<file path="src/rtl/cal_pkg.sv">
package cal_pkg;

    localparam int SEC_W  = 6;
    localparam int MIN_W  = 6;
    localparam int HOUR_W = 5;
    localparam int DOW_W  = 3;
    localparam int DOM_W  = 5;
    localparam int MON_W  = 4;
    localparam int YEAR_W = 7;

    localparam int SEC_LAST  = 59;
    localparam int MIN_LAST  = 59;
    localparam int HOUR_LAST = 23;
    localparam int DOW_LAST  = 6;
    localparam int MON_LAST  = 12;
    localparam int YEAR_LAST = 99;

    // Word order at the field window; software depends on it.
    typedef enum logic [2:0] {
        FLD_YEAR = 3'd0,
        FLD_MON  = 3'd1,
        FLD_DOM  = 3'd2,
        FLD_DOW  = 3'd3,
        FLD_HOUR = 3'd4,
        FLD_MIN  = 3'd5,
        FLD_SEC  = 3'd6
    } cal_field_e;

    localparam int NUM_FIELDS = 7;

    typedef struct packed {
        logic [YEAR_W-1:0] year;
        logic [MON_W-1:0]  mon;
        logic [DOM_W-1:0]  dom;
        logic [DOW_W-1:0]  dow;
        logic [HOUR_W-1:0] hour;
        logic [MIN_W-1:0]  minute;
        logic [SEC_W-1:0]  sec;
    } cal_time_t;

    localparam cal_time_t CAL_RESET = '{
        year: '0, mon: MON_W'(1), dom: DOM_W'(1), dow: '0,
        hour: '0, minute: '0, sec: '0
    };

    // Year 0 is excluded on purpose.
    function automatic logic is_leap(input logic [YEAR_W-1:0] y);
        return (y[1:0] == 2'b00) && (y != '0);
    endfunction

    function automatic logic [DOM_W-1:0] days_in(input logic [MON_W-1:0] m,
                                                 input logic leap);
        logic [DOM_W-1:0] d;
        case (m)
            MON_W'(2):                        d = leap ? DOM_W'(29) : DOM_W'(28);
            MON_W'(4), MON_W'(6),
            MON_W'(9), MON_W'(11):            d = DOM_W'(30);
            default:                          d = DOM_W'(31);
        endcase
        return d;
    endfunction

endpackage

</file>
<file path="src/rtl/cal_bus_decode.sv">
module cal_bus_decode
    import cal_pkg::*;
#(
    parameter int ADDR_W     = 8,
    parameter int CTRL_OFF   = 'h20,
    parameter int FIELD_BASE = 'h40
) (
    input  logic [ADDR_W-1:0]     addr_i,
    output logic                  ctrl_hit_o,
    output logic [NUM_FIELDS-1:0] field_hit_o
);

    localparam int STRIDE = 4;

    assign ctrl_hit_o = (addr_i == ADDR_W'(CTRL_OFF));

    for (genvar i = 0; i < NUM_FIELDS; i++) begin : g_field
        assign field_hit_o[i] = (addr_i == ADDR_W'(FIELD_BASE + STRIDE * i));
    end

endmodule

</file>
<file path="src/rtl/cal_month_len.sv">
module cal_month_len
    import cal_pkg::*;
(
    input  logic [MON_W-1:0]  mon_i,
    input  logic [YEAR_W-1:0] year_i,
    output logic [DOM_W-1:0]  last_day_o
);

    logic leap;

    assign leap       = is_leap(year_i);
    assign last_day_o = days_in(mon_i, leap);

endmodule

</file>
<file path="src/rtl/cal_step.sv">
module cal_step
    import cal_pkg::*;
(
    input  cal_time_t cur_i,
    output cal_time_t nxt_o
);

    logic [DOM_W-1:0] last_day;
    logic             c_min, c_hour, c_day, c_mon, c_year;

    cal_month_len u_mlen (
        .mon_i      (cur_i.mon),
        .year_i     (cur_i.year),
        .last_day_o (last_day)
    );

    // Carries: each stage wraps when at (or beyond) its last value.
    assign c_min  = (cur_i.sec    >= SEC_W'(SEC_LAST));
    assign c_hour = c_min  && (cur_i.minute >= MIN_W'(MIN_LAST));
    assign c_day  = c_hour && (cur_i.hour   >= HOUR_W'(HOUR_LAST));
    assign c_mon  = c_day  && (cur_i.dom    >= last_day);
    assign c_year = c_mon  && (cur_i.mon    >= MON_W'(MON_LAST));

    always_comb begin
        nxt_o = cur_i;

        nxt_o.sec = c_min ? '0 : cur_i.sec + SEC_W'(1);

        if (c_min)
            nxt_o.minute = c_hour ? '0 : cur_i.minute + MIN_W'(1);

        if (c_hour)
            nxt_o.hour = c_day ? '0 : cur_i.hour + HOUR_W'(1);

        if (c_day) begin
            nxt_o.dow = (cur_i.dow >= DOW_W'(DOW_LAST)) ? '0 : cur_i.dow + DOW_W'(1);
            nxt_o.dom = c_mon ? DOM_W'(1) : cur_i.dom + DOM_W'(1);
        end

        if (c_mon)
            nxt_o.mon = c_year ? MON_W'(1) : cur_i.mon + MON_W'(1);

        if (c_year)
            nxt_o.year = (cur_i.year >= YEAR_W'(YEAR_LAST)) ? '0 : cur_i.year + YEAR_W'(1);
    end

endmodule

</file>
<file path="src/rtl/cal_counter.sv">
module cal_counter
    import cal_pkg::*;
#(
    parameter int ADDR_W     = 8,
    parameter int DATA_W     = 32,
    parameter int CTRL_OFF   = 'h20,
    parameter int FIELD_BASE = 'h40
) (
    input  logic              clk,
    input  logic              rst,
    input  logic              tick_i,
    input  logic              bus_wr_i,
    input  logic [ADDR_W-1:0] bus_addr_i,
    input  logic [DATA_W-1:0] bus_wdata_i,
    output logic [DATA_W-1:0] bus_rdata_o
);

    cal_time_t             t_q, t_d, t_nxt;
    logic                  stop_q, stop_d;
    logic                  ctrl_hit;
    logic [NUM_FIELDS-1:0] field_hit;
    logic                  unused_wdata;

    assign unused_wdata = ^bus_wdata_i[DATA_W-1:YEAR_W];

    cal_bus_decode #(
        .ADDR_W     (ADDR_W),
        .CTRL_OFF   (CTRL_OFF),
        .FIELD_BASE (FIELD_BASE)
    ) u_dec (
        .addr_i      (bus_addr_i),
        .ctrl_hit_o  (ctrl_hit),
        .field_hit_o (field_hit)
    );

    cal_step u_step (
        .cur_i (t_q),
        .nxt_o (t_nxt)
    );

    // A bus write owns the cycle; a coincident tick is dropped.
    always_comb begin
        t_d    = t_q;
        stop_d = stop_q;
        if (bus_wr_i) begin
            if (ctrl_hit)                 stop_d     = bus_wdata_i[0];
            if (field_hit[int'(FLD_YEAR)]) t_d.year   = bus_wdata_i[YEAR_W-1:0];
            if (field_hit[int'(FLD_MON)])  t_d.mon    = bus_wdata_i[MON_W-1:0];
            if (field_hit[int'(FLD_DOM)])  t_d.dom    = bus_wdata_i[DOM_W-1:0];
            if (field_hit[int'(FLD_DOW)])  t_d.dow    = bus_wdata_i[DOW_W-1:0];
            if (field_hit[int'(FLD_HOUR)]) t_d.hour   = bus_wdata_i[HOUR_W-1:0];
            if (field_hit[int'(FLD_MIN)])  t_d.minute = bus_wdata_i[MIN_W-1:0];
            if (field_hit[int'(FLD_SEC)])  t_d.sec    = bus_wdata_i[SEC_W-1:0];
        end else if (tick_i && !stop_q) begin
            t_d = t_nxt;
        end
    end

    always_ff @(posedge clk) begin
        if (rst) begin
            t_q    <= CAL_RESET;
            stop_q <= 1'b1;
        end else begin
            t_q    <= t_d;
            stop_q <= stop_d;
        end
    end

    always_comb begin
        bus_rdata_o = '0;
        if (ctrl_hit)                  bus_rdata_o = DATA_W'(stop_q);
        if (field_hit[int'(FLD_YEAR)]) bus_rdata_o = DATA_W'(t_q.year);
        if (field_hit[int'(FLD_MON)])  bus_rdata_o = DATA_W'(t_q.mon);
        if (field_hit[int'(FLD_DOM)])  bus_rdata_o = DATA_W'(t_q.dom);
        if (field_hit[int'(FLD_DOW)])  bus_rdata_o = DATA_W'(t_q.dow);
        if (field_hit[int'(FLD_HOUR)]) bus_rdata_o = DATA_W'(t_q.hour);
        if (field_hit[int'(FLD_MIN)])  bus_rdata_o = DATA_W'(t_q.minute);
        if (field_hit[int'(FLD_SEC)])  bus_rdata_o = DATA_W'(t_q.sec);
    end

endmodule

</file>
<file path="config.mk">
export PLATFORM = sky130hd
export DESIGN_NAME = cal_counter
export DESIGN_NICKNAME = d
export VERILOG_FILES = /design/src/rtl/cal_pkg.sv /design/src/rtl/cal_bus_decode.sv /design/src/rtl/cal_month_len.sv /design/src/rtl/cal_step.sv /design/src/rtl/cal_counter.sv
export SDC_FILE = /design/constraint.sdc
export NUM_CORES = 1
export LEC_CHECK = 0
export BUFFER_PORTS_ARGS = -buffer_cell sky130_fd_sc_hd__buf_2
export CORE_MARGIN = 5
export CORE_UTILIZATION = 49
export CTS_CLUSTER_DIAMETER = 30
export CTS_CLUSTER_SIZE = 14
export DETAILED_ROUTE_END_ITERATION = 8
export PLACE_DENSITY = 0.76
export SYNTH_ARGS = -nofsm -noshare
export SYNTH_HDL_FRONTEND = slang
export SYNTH_SLANG_ARGS = --single-unit
</file>
<file path="constraint.sdc">
create_clock -name clk -period 2.3 [get_ports clk]
set_input_delay 0.115 -clock clk [delete_from_list [all_inputs] [get_ports clk]]
set_output_delay 0.115 -clock clk [all_outputs]
set_load 0.02 [all_outputs]
</file>
Word level (Yosys, flattened, before mapping)
Index checks and enable logic that the tools add are counted.
W data, S select, Z words.
Storage, ports and cells
  bits of input ports: 44
  register bits: 37
Operators by class
  eq/ne operators: 20
  reduce and logical (&&, ||, !) cells: 24
  mux-type cells: 31
  order comparisons: 7
  $add $sub $neg: 7
Operators by type and width (count)
  $mux W32: 7
  $mux W36: 2
  $eq A8 B7 Y1 const B: 7
  $mux W6: 5
  $mux W5: 5
  $mux W7: 3
  $reduce_and A3 Y1: 6
  $ne A2 B1 Y1 const B: 7
  $add A6 B1 Y6 const B: 2
  $ge A6 B6 Y1 const B: 2
  $mux W4: 3
  $reduce_bool A2 Y1: 6
  $add A5 B1 Y5 const B: 2
  $eq A4 B3 Y1 const B: 2
  $eq A4 B4 Y1 const B: 2
  $eq A8 B6 Y1 const B: 1
  $mux W8: 1
  $add A7 B1 Y7 const B: 1
  $ge A7 B7 Y1 const B: 1
  $reduce_bool A7 Y1: 1
  $logic_and A1 B1 Y1: 6
  $mux W3: 2
  $ge A5 B5 Y1: 1
  $ge A5 B5 Y1 const B: 1
  other kinds (11): 13

Longest topological paths before layout
Gate-level depths: netlist of the first run.
  word-level depth: 11
  depth in mapped cells: 11
  gate-level depth less buffers: 11

Hierarchy
A second synthesis of the first run with hierarchy kept.
Second synthesis, totals
  cells, all modules: 455
  area, all modules: 3532.1 µm²
Modules (own cells, without submodules)
  cal_counter: cells each 261, seq. area each 740.7 µm², times used 1, area each 2262.2 µm²
  cal_step: cells each 166, seq. area each 0.0 µm², times used 1, area each 1074.8 µm²
  cal_bus_decode: cells each 15, seq. area each 0.0 µm², times used 1, area each 103.8 µm²
  cal_month_len: cells each 13, seq. area each 0.0 µm², times used 1, area each 91.3 µm²

Worst setup path after synthesis of the first run
OpenSTA, ideal clock, no wires.
  kind: reg-to-reg
  from: register t_q[25] (netlist bit)
  to: register t_q[20] (netlist bit)
  setup slack: -127 ps
  cell stages (with the launch flop): 12
  period minus slack after synthesis: 2427 ps
  setup time: 122 ps
  data arrival time: 2305 ps
  cell sequence: dfxtp_1 inv_1 ha_1 o21ai_0 o21ai_0 o21ai_0 ha_1 nand2b_1 a21o_1 a31oi_1 a21oi_1 a221o_1
On the way
  longest elaborated chain between the ends: 9
  elaborated cells on any way between the ends: 13
  those cells by class: order compare (1); eq/ne (5); mux (5); reduce/logical (2)
Ends and longest elaborated chain
  start, declared: line cal_counter.sv:18  | cal_time_t t_q, t_d, t_nxt;
  start signal, assigned: line cal_counter.sv:64  | t_q <= t_d;
  $eq A4 B3 Y1 / $eq A4 B4 Y1 (equally long branches): line cal_pkg.sv:54  | case (m)
  $reduce_or A4 Y1: line cal_pkg.sv:54
  $pmux W2 S2 (*): line cal_pkg.sv:54
  $ge A5 B5 Y1 (*): line cal_step.sv:21  | assign c_mon = c_day && (cur_i.dom >= last_day);
  $logic_and A1 B1 Y1 (*): line cal_step.sv:21
  $mux W5 (*): line cal_step.sv:37  | nxt_o.dom = c_mon ? DOM_W'(1) : cur_i.dom + DOM_W'(1);
  $mux W8 (*): line cal_step.sv:35  | if (c_day) begin
  $mux W36 (*): line cal_counter.sv:54  | end else if (tick_i && !stop_q) begin
  $mux W36 (*): line cal_counter.sv:45  | if (bus_wr_i) begin
Every way passes the cells marked *; elsewhere a longest branch is shown, timed or not. The select of a mux whose other input is x is not followed.
A chain may end at the register's enable or synchronous reset.

Final worst setup path of the first run
  from: register t_q[29] (netlist bit)
  to: register t_q[29] (netlist bit)
On the way
  longest elaborated chain between the ends: 9
  elaborated cells on any way between the ends: 16
  those cells by class: add/sub (1); order compare (2); mux (6); reduce/logical (7)
Ends and longest elaborated chain
  $reduce_bool A7 Y1 / $logic_not A2 Y1 (equally long branches): line cal_pkg.sv:48  | return (y[1:0] == 2'b00) && (y != '0);
  $logic_and A1 B1 Y1: line cal_pkg.sv:48
  $mux W1: line cal_pkg.sv:55  | MON_W'(2): d = leap ? DOM_W'(29) : DOM_W'(28);
  $pmux W2 S2: line cal_pkg.sv:54
  $ge A5 B5 Y1: line cal_step.sv:21
  $logic_and A1 B1 Y1: line cal_step.sv:21
  $logic_and A1 B1 Y1: line cal_step.sv:22  | assign c_year = c_mon && (cur_i.mon >= MON_W'(MON_LAST));
  $reduce_bool A2 Y1 (no source line)
  $reduce_and A3 Y1 (no source line)
Several ways; a longest one is shown, not always the timed one. The select of a mux whose other input is x is not followed.

==> summary.txt, run 1 <==
Floorplanning
  • Die Y-Extent: 88.7 µm
  • Core ar.: 0.00596 mm²
  • Initial Utilization: 0.509
  • IO Count: 76
  • Die Area: 0.00787 mm²
  • FP Rows: 28
  • DIE WIDTH: 88.7 µm

Timing
  • Worst setup margin: -0.0732 ns
  • Max transition margin: 0.540
  • Fin. Hold Viols: 0
  • Setup Skew: 0.00973 ns
  • Endpoints failing setup: 2
  • Min Hold Slack: 0.153 ns
  • Fmax: 0.421 GHz
  • Tmin final: 2.37 ns
  • Worst-Margin Slew: 0.680 ns
  • RSZ-0062 raised after global routing: true
  • Sum Neg Setup Slack: -0.0849 ns
  • Period utilisation layout: 1.03
  • Final Max Tran Viols: 0

Clock network
  • CTS Root Cell: clkbuf_8
  • Reg clk slew, reported paths: 0.08 ns
  • Skew-Pair Late Insertion Delay: 0.30 ns
  • # hold bufs at CTS: 0
  • CTS tree: built
  • CTS Buf Count: 5
  • Clock Sinks: 37
  • CTS Buffer Depth: 2
  • H-tree depth: 2

Cells and area
  • ANT cells: 0
  • # nets final: 525
  • Layout cell share with drive strength beyond 1: 0.281
  • Syn-to-layout area delta: 22.8%
  • Design area: 0.00373 mm²
  • Final core utilization: 0.626

Synthesis
  • Syn. warnings: 0
  • Count of cell types in the netlist: 71
  • Post-synth EDFFs: 0
  • Yosys reg bits: 37
  • Synthesized area per cell: 7.60 µm²
  • Post-Syn Area: 0.00303 mm²
  • Top FF cell, synth: dfxtp_1
  • FFs w/ async S/R, synth: 0
  • Sequential share of the synthesized area: 0.244
  • Post-Synthesis Cells: 399

Power
  • Pleak: 1.47 nW
  • VDD IR max: 212 µV
  • Pwr dens: 359 mW/mm²

Global route
  • Largest net degree at the start of global routing: 36
  • Antenna violations before repair: 0
  • Total track usage: 0.264
  • Vias in the first global route: 3316
  • Grt total ovfl: 0
  • Global-route wire length before repair: 16.1 mm

Worst setup path
  • Critical Path AT: 2.54 ns
  • CP endpoint kind: flop
  • CP startpoint kind: flop
  • Crit path kind: flop to flop
  • Crit-path max FO: 2
  • Worst EP required: 2.47 ns

Placed design
  • IO Port Bufs: 25
  • Post-Place Cell Area: 0.00341 mm²
  • DP Worst Slack: -0.222 ns
  • GP Congestion: 0.910
  • Detailed Place HPWL: 6.94 mm

Min path
  • Worst min-delay path class: input pin to flop

Routing
  • ANT nets after route: 0
  • Mean routed wirelength per cell: 19.0 µm
  • Final wirelength: 10.3 mm
  • DRC: 0
  • Initial DRC Count: 523
  • DRT Pass-1 Iters: 8
  • Routed vias/inst: 6.72
  • Vias: 3642

Status
  • Status: complete, but fails checks
  • Violated checks: negative setup slack

Flow run
  • Max cap viols: 0
-- through the flow --
stage,total power (W),cells
2_1_floorplan,0.000827,423
3_3_place_gp,0.000858,522
3_5_place_dp,0.000862,522
4_1_cts,0.00133,542
5_1_grt,0.00138,542
6_report,0.00134,542
-- final timing paths --
kind | startpoint | end | slack [ns] | cells after the start
max reg2reg | t_q[29] | t_q[29] | -0.07 | 15
min reg2reg | t_q[30] | t_q[30] | 0.52 | 2
max | t_q[29] | t_q[29] | -0.07 | 15
min | bus_wdata_i[0] | stop_q | 0.15 | 3
-- flip-flops by register name, indices dropped and copies added, names as in the netlist --
signal / flops
t_q: 36
stop_q: 1
-- layout make-up --
class / count / area [µm²]
fill: 504 / 2230
sequential: 37 / 753
inverter: 13 / 48.8
timing repair buffer: 78 / 527
tap: 75 / 93.8
multi-input combinational: 332 / 2220
clock buffer: 7 / 86.3
-- layout by cell type, fill, tap and decap left out, types with 4 or more instances in the layout --
master | netlist | routed
conb_1 | 1 | 25
o32ai_1 | 4 | 4
nand3_1 | 16 | 16
nand4_1 | 5 | 5
nor2_1 | 39 | 38
inv_2 | 0 | 4
buf_2 | 1 | 25
nor2b_1 | 5 | 5
ha_1 | 14 | 11
buf_4 | 25 | 52
and2_1 | 4 | 4
a21oi_1 | 28 | 25
nor3b_1 | 4 | 4
a22oi_1 | 9 | 7
nor3_1 | 11 | 10
and3_1 | 5 | 5
a31oi_1 | 10 | 9
inv_1 | 12 | 8
o31ai_1 | 8 | 8
dfxtp_2 | 0 | 4
a211oi_1 | 8 | 8
clkbuf_8 | 0 | 6
dfxtp_1 | 37 | 31
o21ai_0 | 28 | 24
nand2_1 | 40 | 40
-- kinds of logic (layout without fill, tap and decap cells) --
family                   after synthesis  in the layout  share of synthesized area
AO/OA/AOI/OAI                        134            134                      0.306
flip-flops                            37             37                      0.244
adder cells (fa/ha/maj)               14             14                     0.0577
buffers and inverters                 54             98                     0.0981
other                                  1             25                    0.00124
multiplexers                           6              6                     0.0285
AND/OR/NAND/NOR                      153            153                      0.265
-- cell usage after synthesis (all sizes together) (9+ instances only) --
library cell,count,area [µm²]
clkbuf,14,52.6
dfxtp,37,741
o21ai,29,145
a22oi,9,67.6
nor3,12,71.3
inv,12,45.0
nand2,40,150
nand3,16,80.1
buf,27,196
a21oi,28,140
ha,14,175
nor2,39,146
a31oi,10,62.6
-- critical path, stage by stage, from the launching register on --
cell	delay, ns
dfxtp_2	0.34
inv_2	0.05
buf_4	0.12
buf_4	0.12
buf_4	0.12
buf_4	0.12
buf_4	0.12
buf_4	0.12
buf_4	0.12
buf_4	0.12
buf_4	0.12
buf_4	0.12
buf_4	0.13
buf_4	0.14
a222oi_1	0.28
a211oi_1	0.09
-- repair_timing --
| item | CTS | global route |
|---|---|---|
| buffers inserted | 14 | 0 |
| pin swaps | 13 | 12 |
| hold endpoints to repair | 0 | 0 |
| endpoints found under the setup margin | 16 | 16 |
| gates resized for setup | 22 | 20 |
-- metal layers --
metal | GRT usage | vias to the layer above | wire (µm)
li1 | - | 1602 | -
met1 | 0.337 | 1704 | 4050
met2 | 0.408 | 273 | 4570
met3 | 0.0559 | 63 | 1120
met4 | 0.155 | 0 | 555
met5 | 0 | - | 0
-- report_power, final --
part | total [W] | leakage (nW) | internal [W] | switching (W)
registers | 0.000646 | 0.301 | 0.000641 | 0.00000501
logic | 0.000213 | 1.13 | 0.0000606 | 0.000153
clock network | 0.000480 | 0.0443 | 0.000238 | 0.000241
No activity file was read; power rests on OpenSTA's default activity.
==> inputs of run 2 (changes only) <==
--- a/config.mk
+++ b/config.mk
@@ -6,6 +6,7 @@
 export NUM_CORES = 1
 export LEC_CHECK = 0
 export BUFFER_PORTS_ARGS = -buffer_cell sky130_fd_sc_hd__buf_2
+export CORE_ASPECT_RATIO = 0.9
 export CORE_MARGIN = 5
 export CORE_UTILIZATION = 49
 export CTS_CLUSTER_DIAMETER = 30
==> run 2 against run 1 <==
  * The run now ends clean
  * Combinational power about the same
  * Final area decreased by 3.0%
  * Cell count decreased by 2.8%
  * Largest cell class unchanged
  * Critical endpoint is now t_q[33]
  * Non-clock buffer count decreased by 11
==> summary.txt, run 2 (synthesized netlist as in run 1, its figures left out) <==
Worst setup path
  • R2r worst-path depth: 12
  • Crit path cell chain: inv_2 -> ha_2 -> a21boi_4 -> o21ai_1 -> o21ai_1 -> ha_1 -> nand2b_4 -> a21o_4 -> nand4_1 -> buf_4 -> a22oi_2 -> o32ai_2
  • Crit path kind: flop to flop
  • CP startpoint kind: flop
  • Slowest-stage cell, CP: dfxtp_2
  • Worst EP required: 2.47 ns
  • Most used cell, CP: o21ai_1
  • Crit-path max FO: 5
  • CP endpoint kind: flop
  • CP max stage delay: 0.34 ns
  • Critical Path AT: 2.45 ns

Clock network
  • # hold bufs at CTS: 0
  • CTS tree: built
  • CTS Buffer Depth: 2
  • Reg clk slew, reported paths: 0.08 ns
  • Skew-Pair Late Insertion Delay: 0.29 ns
  • Clock Sinks: 37
  • CTS Root Cell: clkbuf_8
  • CTS Buf Count: 5
  • H-tree depth: 2

Cells and area
  • Syn-to-layout area delta: 19.2%
  • ANT cells: 0
  • # nets final: 514
  • Biggest regs: t_q (36), stop_q (1)
  • Layout cell share with drive strength beyond 1: 0.257
  • Most frequent cells in the layout: buf_4 (41), nand2_1 (40), nor2_1 (37), dfxtp_1 (33)
  • Max reg flops: 36
  • Fillers: 559
  • Largest Register: t_q
  • Commonest non-fill, non-tap cell in the layout: buf_4

Routing
  • Routed vias/inst: 6.43
  • ANT nets after route: 0
  • Final wirelength: 9.56 mm
  • DRC: 0
  • Mean routed wirelength per cell: 18.1 µm
  • Initial DRC Count: 434
  • DRT Pass-1 Iters: 6
  • Vias: 3386

Floorplanning
  • FP Rows: 27
  • DIE WIDTH: 92.9 µm
  • IO Count: 76
  • Die Area: 0.00787 mm²
  • Initial Utilization: 0.499
  • Core ar.: 0.00608 mm²
  • Die Y-Extent: 84.7 µm

Power
  • Pwr Total: 0.00129 W
  • VDD IR max: 265 µV
  • Comb power frac: 0.163
  • Pwr dens: 357 mW/mm²
  • Cell Int Power: 0.000904 W
  • Switching portion of total power: 0.300
  • Net Sw Power: 0.000387 W
  • Pleak: 1.42 nW
  • Clock share of power: 0.336
  • Sequential power share: 0.501

Min path
  • Hold Path Depth: 3
  • Worst min-delay path class: input pin to flop

Timing
  • Worst setup margin: 0.0154 ns
  • RSZ-0062 raised after global routing: true
  • Setup Skew: 0.00751 ns
  • Max transition margin: 0.552
  • Endpoints failing setup: 0
  • Worst-Margin Slew: 0.663 ns
  • Min Hold Slack: 0.108 ns
  • Fin. Hold Viols: 0
  • Fmax: 0.438 GHz
  • Tmin final: 2.28 ns
  • Final Max Tran Viols: 0
  • Period utilisation layout: 0.993

Flow run
  • Max cap viols: 0

Global route
  • Vias in the first global route: 2967
  • Antenna violations before repair: 0
  • Largest net degree at the start of global routing: 36
  • Global-route wire length before repair: 14.9 mm
  • Grt total ovfl: 0
  • Total track usage: 0.231

Placed design
  • IO Port Bufs: 25
  • DP Worst Slack: -0.158 ns
  • Detailed Place HPWL: 6.88 mm
  • GP Congestion: 0.917

Status
  • Status: finished clean
[run 2: cell count changes in the layout (fill, tap and decap cells not counted), sizes merged]
cell	previous run	this run
buf	78	67
clkbuf	7	5
clkinv	1	2
[run 2: area by class of cell]
type                            count  area, µm²  area share
Clock buffer                        5       68.8      0.0190
Clock inverter                      1       5.00     0.00138
Multi-Input combinational cell    332       2210       0.612
Tap cell                           72       90.1      0.0249
Timing Repair Buffer               67        444       0.123
Inverter                           13       48.8      0.0135
Sequential cell                    37        748       0.207
[run 2: worst paths after layout]
kind                   from       to  slack [ns]
max                 t_q[30]  t_q[33]        0.02
max reg2reg         t_q[30]  t_q[33]        0.02
min reg2reg         t_q[13]  t_q[13]        0.53
min          bus_wdata_i[0]   stop_q        0.11
[run 2: stage by stage]
step                area [µm²]   util  TNS [ns]  instances
floorplan                 3140      -         0        423
global placement          3400  0.559    -0.952        518
detailed placement        3400  0.559     -1.19        518
CTS                       3510  0.578   -0.0484        524
global route              3620  0.595    -0.841        527
finish                    3620  0.595         0        527
[run 2: timing repair]
action,4_1_cts,5_1_grt
resized for setup,21,16
buffers inserted,1,3
setup endpoints to repair,16,17
pin swaps,8,19
[run 2: per-layer routing]
layer	GRT usage	up-vias	wire (µm)
met5	0	-	0
met4	0.0666	0	153
met3	0.0349	18	864
met2	0.371	206	4480
met1	0.320	1588	4070
li1	-	1574	-
[run 2: worst max-delay path: cells and delay by family, from the launching register on]
kind / cells / cell delay [ns]
adder cells (fa/ha/maj): 2 / 0.44
buffers and inverters: 2 / 0.29
AND/OR/NAND/NOR: 2 / 0.34
flip-flops: 1 / 0.34
AO/OA/AOI/OAI: 6 / 0.74
[run 2: power by group through the flow]
| stage | Combinational [W] | Clock (W) | Sequential, W |
|---|---|---|---|
| 3_5_place_dp | 0.000199 | 0 | 0.000663 |
| 5_1_grt | 0.000224 | 0.000462 | 0.000647 |
| 3_3_place_gp | 0.000197 | 0 | 0.000662 |
| 6_report | 0.000210 | 0.000433 | 0.000647 |
| 4_1_cts | 0.000201 | 0.000439 | 0.000648 |
| 2_1_floorplan | 0.000164 | 0 | 0.000663 |
